<file path="src/rtl/ddr_beat_pkg.sv">
package ddr_beat_pkg;

    typedef enum logic [2:0] {
        W_IDLE,
        W_PRE,
        W_LO,
        W_HI,
        W_POST
    } wr_state_t;

    typedef enum logic [1:0] {
        R_OFF,
        R_LO,
        R_HI
    } rd_state_t;

    // words per burst for a burst length code
    function automatic logic [2:0] words_for_code(input logic [1:0] code);
        unique case (code)
            2'd0:    return 3'd1;
            2'd1:    return 3'd2;
            default: return 3'd4;
        endcase
    endfunction

endpackage

</file>
<file path="src/rtl/ddr_wr_serializer.sv">
module ddr_wr_serializer
    import ddr_beat_pkg::*;
#(
    parameter int BEAT_W = 16,
    parameter int MASK_W = 2
) (
    input  logic                  clk2x,
    input  logic                  rst_n,
    input  logic                  wr_start,
    input  logic [1:0]            wr_bl,
    input  logic [2*BEAT_W-1:0]   wr_word,
    input  logic [2*MASK_W-1:0]   wr_mask,
    output logic                  wr_next,
    output logic [BEAT_W-1:0]     pin_dq,
    output logic [MASK_W-1:0]     pin_dm,
    output logic                  pin_dq_oe,
    output logic                  pin_dqs_oe,
    output logic                  strobe_hi_req
);

    wr_state_t                 state, nxt;
    logic [2*BEAT_W-1:0]       wbuf;
    logic [2*MASK_W-1:0]       mbuf;
    logic [1:0]                remain;

    always_ff @(posedge clk2x or negedge rst_n) begin
        if (!rst_n) state <= W_IDLE;
        else        state <= nxt;
    end

    always_comb begin
        nxt = state;
        unique case (state)
            W_IDLE: if (wr_start) nxt = W_PRE;
            W_PRE:  nxt = W_LO;
            W_LO:   nxt = W_HI;
            W_HI:   nxt = (remain != 2'd0) ? W_LO : W_POST;
            W_POST: nxt = W_IDLE;
            default: nxt = W_IDLE;
        endcase
    end

    always_ff @(posedge clk2x or negedge rst_n) begin
        if (!rst_n) begin
            wbuf   <= '0;
            mbuf   <= '0;
            remain <= '0;
        end else if (state == W_IDLE && wr_start) begin
            wbuf   <= wr_word;
            mbuf   <= wr_mask;
            remain <= 2'(words_for_code(wr_bl) - 3'd1);
        end else if (state == W_HI && remain != 2'd0) begin
            wbuf   <= wr_word;
            mbuf   <= wr_mask;
            remain <= remain - 2'd1;
        end
    end

    always_comb begin
        wr_next       = 1'b0;
        pin_dq        = '0;
        pin_dm        = '0;
        pin_dq_oe     = 1'b0;
        pin_dqs_oe    = 1'b0;
        strobe_hi_req = 1'b0;
        unique case (state)
            W_IDLE: ;
            W_PRE:  pin_dqs_oe = 1'b1;
            W_LO: begin
                pin_dq        = wbuf[BEAT_W-1:0];
                pin_dm        = mbuf[MASK_W-1:0];
                pin_dq_oe     = 1'b1;
                pin_dqs_oe    = 1'b1;
                strobe_hi_req = 1'b1;
            end
            W_HI: begin
                pin_dq     = wbuf[2*BEAT_W-1:BEAT_W];
                pin_dm     = mbuf[2*MASK_W-1:MASK_W];
                pin_dq_oe  = 1'b1;
                pin_dqs_oe = 1'b1;
                wr_next    = (remain != 2'd0);
            end
            W_POST: pin_dqs_oe = 1'b1;
            default: ;
        endcase
    end

endmodule

</file>
<file path="src/rtl/ddr_strobe_gen.sv">
module ddr_strobe_gen (
    input  logic clk2x,
    input  logic rst_n,
    input  logic strobe_hi_req,
    output logic pin_dqs
);

    // Falling edge of the fast clock sits in the middle of each beat,
    // so the strobe edges land centred in the data eye.
    always_ff @(negedge clk2x or negedge rst_n) begin
        if (!rst_n) pin_dqs <= 1'b0;
        else        pin_dqs <= strobe_hi_req;
    end

endmodule

</file>
<file path="src/rtl/ddr_rd_deserializer.sv">
module ddr_rd_deserializer
    import ddr_beat_pkg::*;
#(
    parameter int BEAT_W = 16
) (
    input  logic                clk2x,
    input  logic                rst_n,
    input  logic                rd_en,
    input  logic                rd_dqs,
    input  logic [BEAT_W-1:0]   rd_dq,
    output logic [2*BEAT_W-1:0] rd_word,
    output logic                rd_valid
);

    localparam logic [1:0] HOLD_CYC = 2'd2;

    rd_state_t         state, nxt;
    logic              dqs_d;
    logic              rise, fall;
    logic [BEAT_W-1:0] lo_buf;
    logic [1:0]        vcnt;

    assign rise = rd_dqs & ~dqs_d;
    assign fall = ~rd_dqs & dqs_d;

    always_ff @(posedge clk2x or negedge rst_n) begin
        if (!rst_n) state <= R_OFF;
        else        state <= nxt;
    end

    always_comb begin
        nxt = state;
        unique case (state)
            R_OFF: if (rd_en) nxt = R_LO;
            R_LO:  if (!rd_en) nxt = R_OFF; else if (rise) nxt = R_HI;
            R_HI:  if (!rd_en) nxt = R_OFF; else if (fall) nxt = R_LO;
            default: nxt = R_OFF;
        endcase
    end

    always_ff @(posedge clk2x or negedge rst_n) begin
        if (!rst_n) begin
            dqs_d   <= 1'b0;
            lo_buf  <= '0;
            rd_word <= '0;
            vcnt    <= '0;
        end else begin
            dqs_d <= rd_dqs;
            if (state == R_LO && rd_en && rise)
                lo_buf <= rd_dq;
            if (state == R_HI && rd_en && fall) begin
                rd_word <= {rd_dq, lo_buf};
                vcnt    <= HOLD_CYC;
            end else if (vcnt != 2'd0) begin
                vcnt <= vcnt - 2'd1;
            end
        end
    end

    always_comb rd_valid = (vcnt != 2'd0);

endmodule

</file>
<file path="src/rtl/ddr_beat_path.sv">
module ddr_beat_path #(
    parameter int BEAT_W = 16,
    parameter int BYTE_W = 8
) (
    input  logic                             clk2x,
    input  logic                             rst_n,
    input  logic                             wr_start,
    input  logic [1:0]                       wr_bl,
    input  logic [2*BEAT_W-1:0]              wr_word,
    input  logic [2*(BEAT_W/BYTE_W)-1:0]     wr_mask,
    output logic                             wr_next,
    output logic [BEAT_W-1:0]                pin_dq,
    output logic [(BEAT_W/BYTE_W)-1:0]       pin_dm,
    output logic                             pin_dq_oe,
    output logic                             pin_dqs,
    output logic                             pin_dqs_oe,
    input  logic                             rd_en,
    input  logic                             rd_dqs,
    input  logic [BEAT_W-1:0]                rd_dq,
    output logic [2*BEAT_W-1:0]              rd_word,
    output logic                             rd_valid
);

    localparam int MASK_W = BEAT_W / BYTE_W;

    logic strobe_hi_req;

    ddr_wr_serializer #(.BEAT_W(BEAT_W), .MASK_W(MASK_W)) u_wr (
        .clk2x         (clk2x),
        .rst_n         (rst_n),
        .wr_start      (wr_start),
        .wr_bl         (wr_bl),
        .wr_word       (wr_word),
        .wr_mask       (wr_mask),
        .wr_next       (wr_next),
        .pin_dq        (pin_dq),
        .pin_dm        (pin_dm),
        .pin_dq_oe     (pin_dq_oe),
        .pin_dqs_oe    (pin_dqs_oe),
        .strobe_hi_req (strobe_hi_req)
    );

    ddr_strobe_gen u_stb (
        .clk2x         (clk2x),
        .rst_n         (rst_n),
        .strobe_hi_req (strobe_hi_req),
        .pin_dqs       (pin_dqs)
    );

    ddr_rd_deserializer #(.BEAT_W(BEAT_W)) u_rd (
        .clk2x    (clk2x),
        .rst_n    (rst_n),
        .rd_en    (rd_en),
        .rd_dqs   (rd_dqs),
        .rd_dq    (rd_dq),
        .rd_word  (rd_word),
        .rd_valid (rd_valid)
    );

endmodule

</file>
<file path="config.mk">
export PLATFORM = sky130hd
export DESIGN_NAME = ddr_beat_path
export DESIGN_NICKNAME = d
export VERILOG_FILES = /design/src/rtl/ddr_beat_pkg.sv /design/src/rtl/ddr_wr_serializer.sv /design/src/rtl/ddr_strobe_gen.sv /design/src/rtl/ddr_rd_deserializer.sv /design/src/rtl/ddr_beat_path.sv
export SDC_FILE = /design/constraint.sdc
export NUM_CORES = 1
export LEC_CHECK = 0
export ABC_CLOCK_PERIOD_IN_PS = 2450
export BUFFER_PORTS_ARGS = -buffer_cell sky130_fd_sc_hd__buf_2
export CORE_ASPECT_RATIO = 2
export CORE_UTILIZATION = 40
export CTS_CLUSTER_SIZE = 40
export DETAILED_ROUTE_END_ITERATION = 12
export REMOVE_ABC_BUFFERS = 1
export SETUP_SLACK_MARGIN = 0.4
export SYNTH_ARGS = -nofsm -noshare
export SYNTH_HDL_FRONTEND = slang
export SYNTH_SLANG_ARGS = --single-unit
</file>
<file path="constraint.sdc">
create_clock -name clk2x -period 2.45 [get_ports clk2x]
set_input_delay 0.245 -clock clk2x [delete_from_list [all_inputs] [get_ports clk2x]]
set_output_delay 0.245 -clock clk2x [all_outputs]
set_load 0.005 [all_outputs]
</file>
==> impl_metrics.yaml <==
critical_path:
  critPathKind: "flop to primary output"
  r2r_end: "u_stb.pin_dqs$_DFF_NN0_"
  end_kind: "primary output"
  r2r_slack_ns: 0.49
  reg2reg_depth: 2
  cp_cell_sequence: "buf_6"
  arrival_ns: 2.07
  timing.rr.start: "u_wr.state[1]$_DFFE_PN0P_"
  crit_path_max_incr_delay_ns: 0.40
  cp_slowest_cell: "dfrtn_1"
  crit_buf_inv: 1
  cp.required_ns: 2.20
  cp_max_fo: 1
  cp-start-kind: "flop"
  crit_family: "flip-flops"
timing:
  rsz0062_at_grt: "true"
  fin_skew_ns: 0.00905
  worstMarginPinSlew_ns: 0.606
  finalMaxSlewViolations: 0
  final-hold-violation-count: 0
  slew_headroom_pct: 59.6
  whs_ns: 0.0402
  setup_viol: 0
clock_tree:
  cts_root_buffer: "clkbuf_16"
  cts_resized: 1
  cts_inserted_buffers: 9
  ctsHoldBuffers: 0
  clock-sinks: 95
  cts_setup_buffers: 0
  clockBufferDepth: 2
  cts_max_level: 3
  cts_tree: "yes"
  clk_latency_ns: 0.34
  clk_pin_slew_ns: 0.06
layout:
  layout-drive-gt1-share_pct: 52.5
  syn2layout_area_growth_pct: 26.9
  insertedDiodeCount: 0
  layout_common_cells: "buf_2, dfrtp_1, mux2_2, nor2_1, mux2i_1"
  final_area_sq_um: 5000
  layout.nets: 453
  final_common_cell: "buf_2"
synthesis:
  yosys.cell_types.count: 30
  synthXorXnorAreaFrac_pct: 0.444
  synth-main-ff-cell: "dfrtp_1"
  synth_top_family_by_area: "multiplexers"
  postSynthAreaPerCell_sq_um: 14.5
  synthesis.area_sq_um: 3940
  ys_seq_area_share_pct: 60.3
  ys_seq_elements: 95
  synth-edff-count: 0
  synth.area.mux_share_pct: 29.6
  ys_warn_count: 0
  synth_cells: 271
  synthAdderAreaFrac_pct: 0.317
  synth_simple_gate_area_share_pct: 5.27
  synthArstFlopShare_pct: 100
  synth-compound-area-share_pct: 1.36
power:
  vdd_ir_drop_max_mv: 0.547
  intPower_mw: 4.14
  switching_power_mw: 1.74
  p_comb_share_pct: 34.7
  power_density_nw_per_um2: 1180
  pwr-share-seq_pct: 40.0
  power_frac_clock_pct: 25.3
  p_leak_nw: 2.52
  swShare_pct: 29.6
detailed_routing:
  remaining_drc_errors: 0
  drt_wl_total_um: 7640
  routedWlPerCell_um: 14.5
  first_pass_iters: 4
  vias: 2499
  routed_via_density: 4.73
  ant_nets: 0
  first_iter_violations: 99
global_route:
  antenna_found_initial: 0
  grt_pass1_wl_um: 12600
  gr-usage-all-layers_pct: 16.4
  grt_max_degree: 49
  overflow: 0
  grt_pass1_vias: 2715
die:
  die-height_um: 142
  die-width_um: 72.2
  core_sq_um: 9450
  ios: 114
  dieArea_sq_um: 10300
  initial_core_util_pct: 41.7
  fp-row-count: 50
worst_hold_path:
  hold_class: "primary input to async pin"
run:
  cap_viol_max_count: 0
place:
  gp_congestion: 0.775
  portBuffers: 113
  dpl-instance-area_sq_um: 4670
  dp_hpwl_um: 5510
outcome:
  outcome: "finished, final reports clean"
-- power groups by stage --
stage,Sequential [mW],Combinational [mW],Clock (mW)
floorplan,2.39,1.27,0
global placement,2.36,2.03,0
detailed placement,2.38,2.09,0
CTS,2.36,2.10,1.54
global route,2.42,2.27,1.59
finish,2.36,2.04,1.49
-- area by class of cell --
type                       count  area (sq um)
clock buffer                  11           243
timing repair buffer         124           657
tap                          130           163
fill                         856          4440
clock inverter                 5          81.3
sequential                    95          2380
multi-input combinational    159          1470
inverter                       4          15.0
-- cells in the mapped netlist, types with 2 or more instances --
library cell	instances	share of area, %
a21oi_1	2	0.25
and2_1	2	0.32
buf_2	6	0.76
buf_8	2	0.76
clkbuf_1	3	0.29
dfrtp_1	94	60
inv_1	4	0.38
mux2_1	19	5.4
mux2_2	67	19
mux2i_1	20	5.1
nand2_1	2	0.19
nand2b_1	3	0.48
nand4b_1	2	0.44
nor2_1	26	2.5
nor2b_1	2	0.32
nor3_1	2	0.25
xnor2_1	2	0.44
-- metrics by stage --
| stage | setup TNS, ns | cells | total power, mW | util (%) | worst slack, ns |
|---|---|---|---|---|---|
| 2_1_floorplan | -16.59 | 258 | 3.65 | - | -0.463 |
| 3_3_place_gp | 0 | 512 | 4.39 | 49.5 | 0.482 |
| 6_report | 0 | 528 | 5.88 | 53.0 | 0.139 |
| 5_1_grt | 0 | 528 | 6.29 | 53.0 | 0.105 |
| 3_5_place_dp | 0 | 512 | 4.47 | 49.5 | 0.477 |
| 4_1_cts | 0 | 528 | 6.00 | 53.0 | 0.123 |
-- cells by family after synthesis --
kind of cell | Yosys count
buffers and inverters | 17
AOI/OAI and AO/OA | 8
and+or+nand+nor | 42
xor gates and xnor gates | 2
muxes | 106
DFF | 95
adders and majority gates | 1
-- routing by layer --
metal	share of wire (%)	global-route usage, %	vias to the layer above
met4	1.8	7.74	0
met5	0	0	-
met2	56	29.2	71
met1	38	17.6	1236
met3	4.3	4.04	10
li1	-	-	1182
-- worst max-delay path by stage --
stage	from	end	slack (ns)	depth (start not counted)
3_5_place_dp	u_wr.state[1]$_DFFE_PN0P_	u_stb.pin_dqs$_DFF_NN0_	0.48	2
5_1_grt	u_stb.pin_dqs$_DFF_NN0_	pin_dqs	0.10	1
4_1_cts	u_stb.pin_dqs$_DFF_NN0_	pin_dqs	0.12	1
6_report	u_stb.pin_dqs$_DFF_NN0_	pin_dqs	0.14	1
3_3_place_gp	u_stb.pin_dqs$_DFF_NN0_	pin_dqs	0.48	1
2_1_floorplan	u_wr.state[0]$_DFFE_PN0P_	u_wr.mbuf[3]$_DFFE_PN0P_	-0.46	3
-- state kept, by name, summed over array words and instances, names as in the netlist --
register,count
u_rd.dqs_d,1
u_rd.lo_buf,16
u_rd.rd_word,32
u_rd.state,2
u_rd.vcnt,2
u_stb.pin_dqs,1
u_wr.mbuf,4
u_wr.remain,2
u_wr.state,3
u_wr.wbuf,32
Note: power is estimated with default switching activity, not from simulation.
